--- src/rtl/sp_exc_pkg.sv ---
package sp_exc_pkg;
    localparam int FRAC_W    = 23;
    localparam int SIG_W     = FRAC_W + 1;
    localparam int EXP_BIAS  = 127;
    localparam int REBIAS    = 192;
    localparam int EMIN      = -126;
    localparam int EMAX      = 127;
    localparam int MAX_SHIFT = SIG_W + 1;
    localparam int SHIFT_W   = $clog2(MAX_SHIFT + 1);

    localparam int F_INV = 0;
    localparam int F_DEN = 1;
    localparam int F_DIV = 2;
    localparam int F_OVF = 3;
    localparam int F_UNF = 4;
    localparam int F_PRE = 5;
    localparam int NFLAG = 6;

    typedef enum logic [1:0] {
        RM_NEAR = 2'b00,
        RM_DOWN = 2'b01,
        RM_UP   = 2'b10,
        RM_ZERO = 2'b11
    } rmode_e;

    typedef enum logic [2:0] {
        K_NORMAL,
        K_ZERO,
        K_TINY_TRAP,
        K_TINY_FLUSH,
        K_TINY_DENORM,
        K_HUGE_TRAP,
        K_HUGE_SAT
    } kind_e;
endpackage

--- src/rtl/sp_exc_classify.sv ---
module sp_exc_classify
    import sp_exc_pkg::*;
#(
    parameter int EXP_W = 10
) (
    input  logic signed [EXP_W-1:0] exp_i,
    input  logic                    sig_nz,
    input  logic                    ovf_masked,
    input  logic                    unf_masked,
    input  logic                    ftz,
    output kind_e                   kind,
    output logic [SHIFT_W-1:0]      shamt
);
    localparam int DW = EXP_W + 2;

    logic signed [DW-1:0] diff;

    always_comb begin
        if (!sig_nz) begin
            kind = K_ZERO;
        end else if (exp_i < EXP_W'(EMIN)) begin
            if (!unf_masked)  kind = K_TINY_TRAP;
            else if (ftz)     kind = K_TINY_FLUSH;
            else              kind = K_TINY_DENORM;
        end else if (exp_i > EXP_W'(EMAX)) begin
            kind = ovf_masked ? K_HUGE_SAT : K_HUGE_TRAP;
        end else begin
            kind = K_NORMAL;
        end
    end

    // distance below the normal range, clamped where every bit is gone
    always_comb begin
        diff = DW'(EMIN) - DW'(exp_i);
        if (diff > DW'(MAX_SHIFT))   shamt = SHIFT_W'(MAX_SHIFT);
        else if (diff < DW'(1))      shamt = SHIFT_W'(1);
        else                         shamt = diff[SHIFT_W-1:0];
    end
endmodule

--- src/rtl/sp_exc_denorm.sv ---
module sp_exc_denorm
    import sp_exc_pkg::*;
(
    input  logic [SIG_W-1:0]   sig,
    input  logic [SHIFT_W-1:0] shamt,
    input  logic               sign,
    input  logic               sticky_in,
    input  logic [1:0]         rmode,
    output logic [30:0]        field,
    output logic               lost
);
    localparam int XW = SIG_W + MAX_SHIFT;

    logic [XW-1:0]    ext;
    logic [SIG_W-1:0] kept;
    logic             guard;
    logic             sticky;
    logic             rnd_up;

    always_comb begin
        ext    = {sig, {MAX_SHIFT{1'b0}}} >> shamt;
        kept   = ext[XW-1:MAX_SHIFT];
        guard  = ext[MAX_SHIFT-1];
        sticky = (|ext[MAX_SHIFT-2:0]) | sticky_in;
        unique case (rmode_e'(rmode))
            RM_NEAR: rnd_up = guard & (sticky | kept[0]);
            RM_DOWN: rnd_up = sign & (guard | sticky);
            RM_UP:   rnd_up = ~sign & (guard | sticky);
            RM_ZERO: rnd_up = 1'b0;
        endcase
        field = 31'(kept) + 31'(rnd_up);
        lost  = guard | sticky;
    end
endmodule

--- src/rtl/sp_exc_resp.sv ---
module sp_exc_resp
    import sp_exc_pkg::*;
#(
    parameter int EXP_W = 10
) (
    input  logic                    clk,
    input  logic                    rst_n,
    input  logic                    in_valid,
    input  logic                    in_sign,
    input  logic signed [EXP_W-1:0] in_exp,
    input  logic [23:0]             in_sig,
    input  logic                    in_inexact,
    input  logic [2:0]              in_pass,
    input  logic [5:0]              exc_mask,
    input  logic                    ftz_en,
    input  logic [1:0]              round_mode,
    output logic                    out_valid,
    output logic [31:0]             out_result,
    output logic [5:0]              out_flags,
    output logic                    out_trap
);
    localparam int DW = EXP_W + 2;

    kind_e                kind;
    logic [SHIFT_W-1:0]   shamt;
    logic [30:0]          dn_field;
    logic                 dn_lost;
    logic signed [DW-1:0] e_norm, e_tiny, e_huge;
    logic                 to_inf;
    logic                 f_ovf, f_unf, f_pre;
    logic [31:0]          res_d;
    logic [NFLAG-1:0]     flags_d;
    logic                 trap_d;

    sp_exc_classify #(.EXP_W(EXP_W)) u_class (
        .exp_i      (in_exp),
        .sig_nz     (|in_sig),
        .ovf_masked (exc_mask[F_OVF]),
        .unf_masked (exc_mask[F_UNF]),
        .ftz        (ftz_en),
        .kind       (kind),
        .shamt      (shamt)
    );

    sp_exc_denorm u_denorm (
        .sig       (in_sig),
        .shamt     (shamt),
        .sign      (in_sign),
        .sticky_in (in_inexact),
        .rmode     (round_mode),
        .field     (dn_field),
        .lost      (dn_lost)
    );

    always_comb begin
        e_norm = DW'(in_exp) + DW'(EXP_BIAS);
        e_tiny = e_norm + DW'(REBIAS);
        e_huge = e_norm - DW'(REBIAS);
        unique case (rmode_e'(round_mode))
            RM_NEAR: to_inf = 1'b1;
            RM_DOWN: to_inf = in_sign;
            RM_UP:   to_inf = ~in_sign;
            RM_ZERO: to_inf = 1'b0;
        endcase
    end

    // response selection per kind
    always_comb begin
        f_ovf = 1'b0;
        f_unf = 1'b0;
        f_pre = in_inexact;
        unique case (kind)
            K_NORMAL:      res_d = {in_sign, e_norm[7:0], in_sig[FRAC_W-1:0]};
            K_ZERO:        res_d = {in_sign, 31'b0};
            K_TINY_TRAP: begin
                res_d = {in_sign, e_tiny[7:0], in_sig[FRAC_W-1:0]};
                f_unf = 1'b1;
            end
            K_TINY_FLUSH: begin
                res_d = {in_sign, 31'b0};
                f_unf = 1'b1;
                f_pre = 1'b1;
            end
            K_TINY_DENORM: begin
                res_d = {in_sign, dn_field};
                f_unf = dn_lost;
                f_pre = dn_lost;
            end
            K_HUGE_TRAP: begin
                res_d = {in_sign, e_huge[7:0], in_sig[FRAC_W-1:0]};
                f_ovf = 1'b1;
            end
            K_HUGE_SAT: begin
                res_d = to_inf ? {in_sign, 8'hFF, 23'h000000}
                               : {in_sign, 8'hFE, 23'h7FFFFF};
                f_ovf = 1'b1;
                f_pre = 1'b1;
            end
            default:       res_d = {in_sign, 31'b0};
        endcase
        flags_d = {f_pre, f_unf, f_ovf, in_pass};
        trap_d  = in_valid & (|(flags_d & ~exc_mask));
    end

    always_ff @(posedge clk or negedge rst_n) begin
        if (!rst_n) begin
            out_valid  <= 1'b0;
            out_trap   <= 1'b0;
            out_result <= '0;
            out_flags  <= '0;
        end else begin
            out_valid <= in_valid;
            out_trap  <= trap_d;
            if (in_valid) begin
                out_result <= res_d;
                out_flags  <= flags_d;
            end
        end
    end
endmodule

--- config.mk ---
export PLATFORM = sky130hd
export DESIGN_NAME = sp_exc_resp
export DESIGN_NICKNAME = d
export VERILOG_FILES = /design/src/rtl/sp_exc_pkg.sv /design/src/rtl/sp_exc_classify.sv /design/src/rtl/sp_exc_denorm.sv /design/src/rtl/sp_exc_resp.sv
export SDC_FILE = /design/constraint.sdc
export NUM_CORES = 1
export LEC_CHECK = 0
export BUFFER_PORTS_ARGS = -buffer_cell sky130_fd_sc_hd__buf_4
export CORE_ASPECT_RATIO = 0.7
export CORE_MARGIN = 5
export CORE_UTILIZATION = 32
export DETAILED_ROUTE_END_ITERATION = 8
export GPL_TIMING_DRIVEN = 1
export PLACE_DENSITY_LB_ADDON = 0.3
export REMOVE_ABC_BUFFERS = 1
export SLEW_MARGIN = 0
export SYNTH_ARGS = -nofsm -noshare
export SYNTH_HDL_FRONTEND = slang
export SYNTH_HIERARCHICAL = 1
export SYNTH_SLANG_ARGS = --single-unit
--- constraint.sdc ---
create_clock -name clk -period 0.8 [get_ports clk]
set_input_delay 0.08 -clock clk [delete_from_list [all_inputs] [get_ports clk]]
set_output_delay 0.08 -clock clk [all_outputs]
set_load 0.1 [all_outputs]
==> impl_metrics.csv <==
group,metric,value,unit
power,power.density,1420,nW/um2
die,initial_utilization,32.8,%
die,num_rows,40,
sta,max_freq,210,MHz
clock_network,cts_root_buf,"clkbuf_16",
worst_setup_path,critPathBufInv,4,
sta,setup_slack,-3.95,ns
final_layout,final_nets,1047,
logic_synthesis,yosysSeqAreaShare,17.7,%
sta,tns,-121.72,ns
min_path,hold_class,"primary input to flip-flop",
logic_synthesis,ys_ff_latch,40,
worst_setup_path,crit_cells,26,
power,power.internal,7.58,mW
power,pwr-share-seq,19.5,%
worst_setup_path,ff2ff_setup_slack,-0.13,ns
power,power.leakage,4.18,nW
logic_synthesis,syn_avg_cell_area,8.16,um2
die,core,17300,um2
logic_synthesis,yosysUniqueCellTypes,92,
global_route,grt-ovfl-total,0,
power,pwr-share-clk,19.5,%
placement,gp_congestion,0.946,
sta,slew_viol_final,0,
status,violations,"setup timing",
global_route,grt_max_degree,29,
final_layout,drive_above_1_share,50.2,%
sta,hold_ws,0.0384,ns
worst_setup_path,cp.required,1.02,ns
logic_synthesis,synth.largest_area_cell,"dfrtp_1",
clock_network,h-tree-depth,2,
worst_setup_path,cp_max_fo,7,
logic_synthesis,syn_inst,694,
logic_synthesis,ys.flop_type,"dfrtp_1",
sta,grt_setup_unrepaired,"yes",
detailed_routing,num_vias,6966,
sta,hold_viol,0,
logic_synthesis,synth.top_cell.area_share,17.7,%
placement,dp_hpwl,18.4,mm
worst_setup_path,start_kind,"primary input",
die,die_area,20500,um2
min_path,hold_depth,2,
worst_setup_path,max_stage_delay,0.45,ns
flow_run,drv_cap,0,
global_route,track_usage,23.7,%
detailed_routing,viasPerCell,5.71,
logic_synthesis,synthArstFlopShare,100,%
clock_network,max-clock-path-buffers,2,
logic_synthesis,synth_area,5660,um2
worst_setup_path,crit_arrival,4.97,ns
clock_network,clkSinkCount,40,
final_layout,seq_area,1000,um2
worst_setup_path,crit_top_cell,"a21oi_2",
sta,finalCritPeriodShare,594,%
detailed_routing,drt_wl_total,25.3,mm
global_route,grt_pass1_wl,38.5,mm
sta,setup_viol,75,
worst_setup_path,slowest_stage,"mux4_2",
sta,worst_pin_slew,0.773,ns
detailed_routing,ant_nets,0,
power,peakVddDrop,0.00112,V
logic_synthesis,yosysWarnings,6,
worst_setup_path,cp_top_family,"compound AO/OA/AOI/OAI gates",
worst_setup_path,reg2regPathDepth,3,
clock_network,clk_pin_slew,0.06,ns
worst_setup_path,critPathKind,"primary input to flip-flop",
logic_synthesis,synthTopCellsByArea,"dfrtp_1 (18%), a21oi_1 (6.3%), mux4_1 (5.1%)",
logic_synthesis,synth_edf_count,0,
die,pin_count,91,
worst_setup_path,endpoint_kind,"flip-flop",
final_layout,fillCellCount,1495,
detailed_routing,drt_iter0_drc,668,
clock_network,cts_tree,"yes",
global_route,grt_pass1_vias,6654,
die,die_w,169,um
detailed_routing,remaining_drc_errors,0,
power,total_power,13.6,mW
sta,min_period,4.75,ns
global_route,antenna_found_initial,0,
clock_network,clk_latency,0.28,ns
sta,maxSlewHeadroom,48.1,%
final_layout,final_util,55.6,%
status,status,"finished with violations",
clock_network,numCtsBuffers,5,
placement,numPortBuffers,90,
detailed_routing,first_pass_iters,5,
sta,worst_clock_skew,0,ns
die,die_y,121,um
final_layout,synthToLayoutAreaGrowth,69.4,%
final_layout,num_antenna_cells,0,
detailed_routing,routedWlPerCell,20.7,um
power,p_switching,6.05,mW
final_layout,multi_input_area,4810,um2
power,switching_share,44.4,%
power,p_comb_share,61.0,%
[cells in the final DEF (no fill, tap or decap), types with 5 or more instances in the layout]
cell and count:
a211oi_1 5, a21o_1 7, a21oi_1 54, a21oi_2 16, a22oi_1 25, buf_12 47
buf_4 275, buf_6 10, clkbuf_16 5, conb_1 6, dfrtp_1 39, ha_1 5
inv_1 17, mux2_2 24, mux2i_1 19, mux4_1 8, mux4_2 11, nand2_1 44
nand2b_1 33, nand3_1 22, nand3_2 5, nand4_1 6, nor2_1 46, nor2b_1 10
nor3_1 12, nor4_1 10, o21a_1 9, o21ai_0 13, o21ai_1 30, o22ai_1 7
o31ai_1 8, or2_2 7, xnor2_1 8, xnor2_2 8, xor2_1 8
[routing by layer]
| metal | vias up | share of wire, % | global-route usage, % |
|---|---|---|---|
| met5 | - | 0 | 0 |
| met4 | 0 | 1.9 | 4.83 |
| met3 | 32 | 12 | 7.46 |
| met2 | 414 | 41 | 33.1 |
| met1 | 3311 | 46 | 35.6 |
| li1 | 3209 | - | - |
[metrics by stage]
stage	std cells	setup WS, ns	instance area (um2)
after floorplan	642	-7.83	5350
after global placement	1178	-4.45	8070
after detailed placement	1178	-4.62	8070
after CTS	1217	-3.79	9380
after global routing	1219	-4.11	9600
final	1219	-3.95	9600
[logic make-up after synthesis]
family	after synthesis	share of synthesized area (%)
xor gates and xnor gates	26	4.02
adders and majority gates	8	1.77
buffers and inverters	77	7.13
and+or+nand+nor	245	23.7
other	1	0.0662
DFF	40	17.7
AOI/OAI and AO/OA	227	27.5
muxes	70	18.2
[final cells by class]
cell class / count / share of cell area (%)
multi-input cells: 583 / 50.1
repair buffers: 338 / 33.7
flip-flops and latches: 40 / 10.4
well taps: 231 / 3.01
clock buffers: 5 / 1.30
inverters: 20 / 0.782
clock inverters: 2 / 0.626
[power groups by stage]
stage | Sequential, mW | Combinational (mW) | Clock (mW)
after floorplan | 4.58 | 2.03 | 0
after global placement | 2.54 | 6.73 | 0
after detailed placement | 2.53 | 6.75 | 0
after CTS | 2.64 | 8.01 | 2.69
after global routing | 2.69 | 8.70 | 2.79
final | 2.66 | 8.31 | 2.66
[state kept, by name, indices dropped and copies added, names as in the netlist]
register / cells
out_result: 32
out_flags: 6
out_trap: 1
out_valid: 1
[cells in the mapped netlist, drive strengths merged (4+ instances only)]
cell type and n:
nand2 47, nor2 51, o221ai 7, a211oi 6
clkbuf 30, nor2b 10, ha 8, a21oi 73
o31ai 8, mux2i 24, or2 7, a31oi 4
mux4 19, or4 4, o21a 9, nor4 15
dfrtp 40, a21o 7, buf 27, nor3b 4
nand3 28, nor3 18, and3 5, o22ai 10
xnor2 16, inv 18, o21ai 47, nand4 7
xor2 10, nand2b 34, mux2 27, a22oi 28
[worst reg2reg max path: cells and delay by family (launching register included)]
kind            cells  cell delay (ns)
flops               1             0.42
compound gates      2             0.25
buf+inv             1             0.15
[final timing paths]
kind,from,end
worst max-delay path,in_exp[1],out_result[9]$_DFFE_PN0P_
worst min-delay path,in_pass[0],out_flags[0]$_DFFE_PN0P_
worst max register to register,out_result[18]$_DFFE_PN0P_,out_result[18]$_DFFE_PN0P_
worst min register to register,out_result[28]$_DFFE_PN0P_,out_result[28]$_DFFE_PN0P_
max in group asynchronous,rst_n,out_result[15]$_DFFE_PN0P_
min in group asynchronous,rst_n,out_result[4]$_DFFE_PN0P_
[what timing repair did]
| action | in CTS | in global routing |
|---|---|---|
| hold buffers | 1 | 0 |
| hold endpoints to repair | 40 | 0 |
| buffers inserted | 32 | 10 |
| gates cloned | 3 | 0 |
| gates resized for setup | 213 | 48 |
| pin swaps | 64 | 32 |
| setup endpoints to repair | 75 | 76 |
Power figures use the tool's default switching activity.
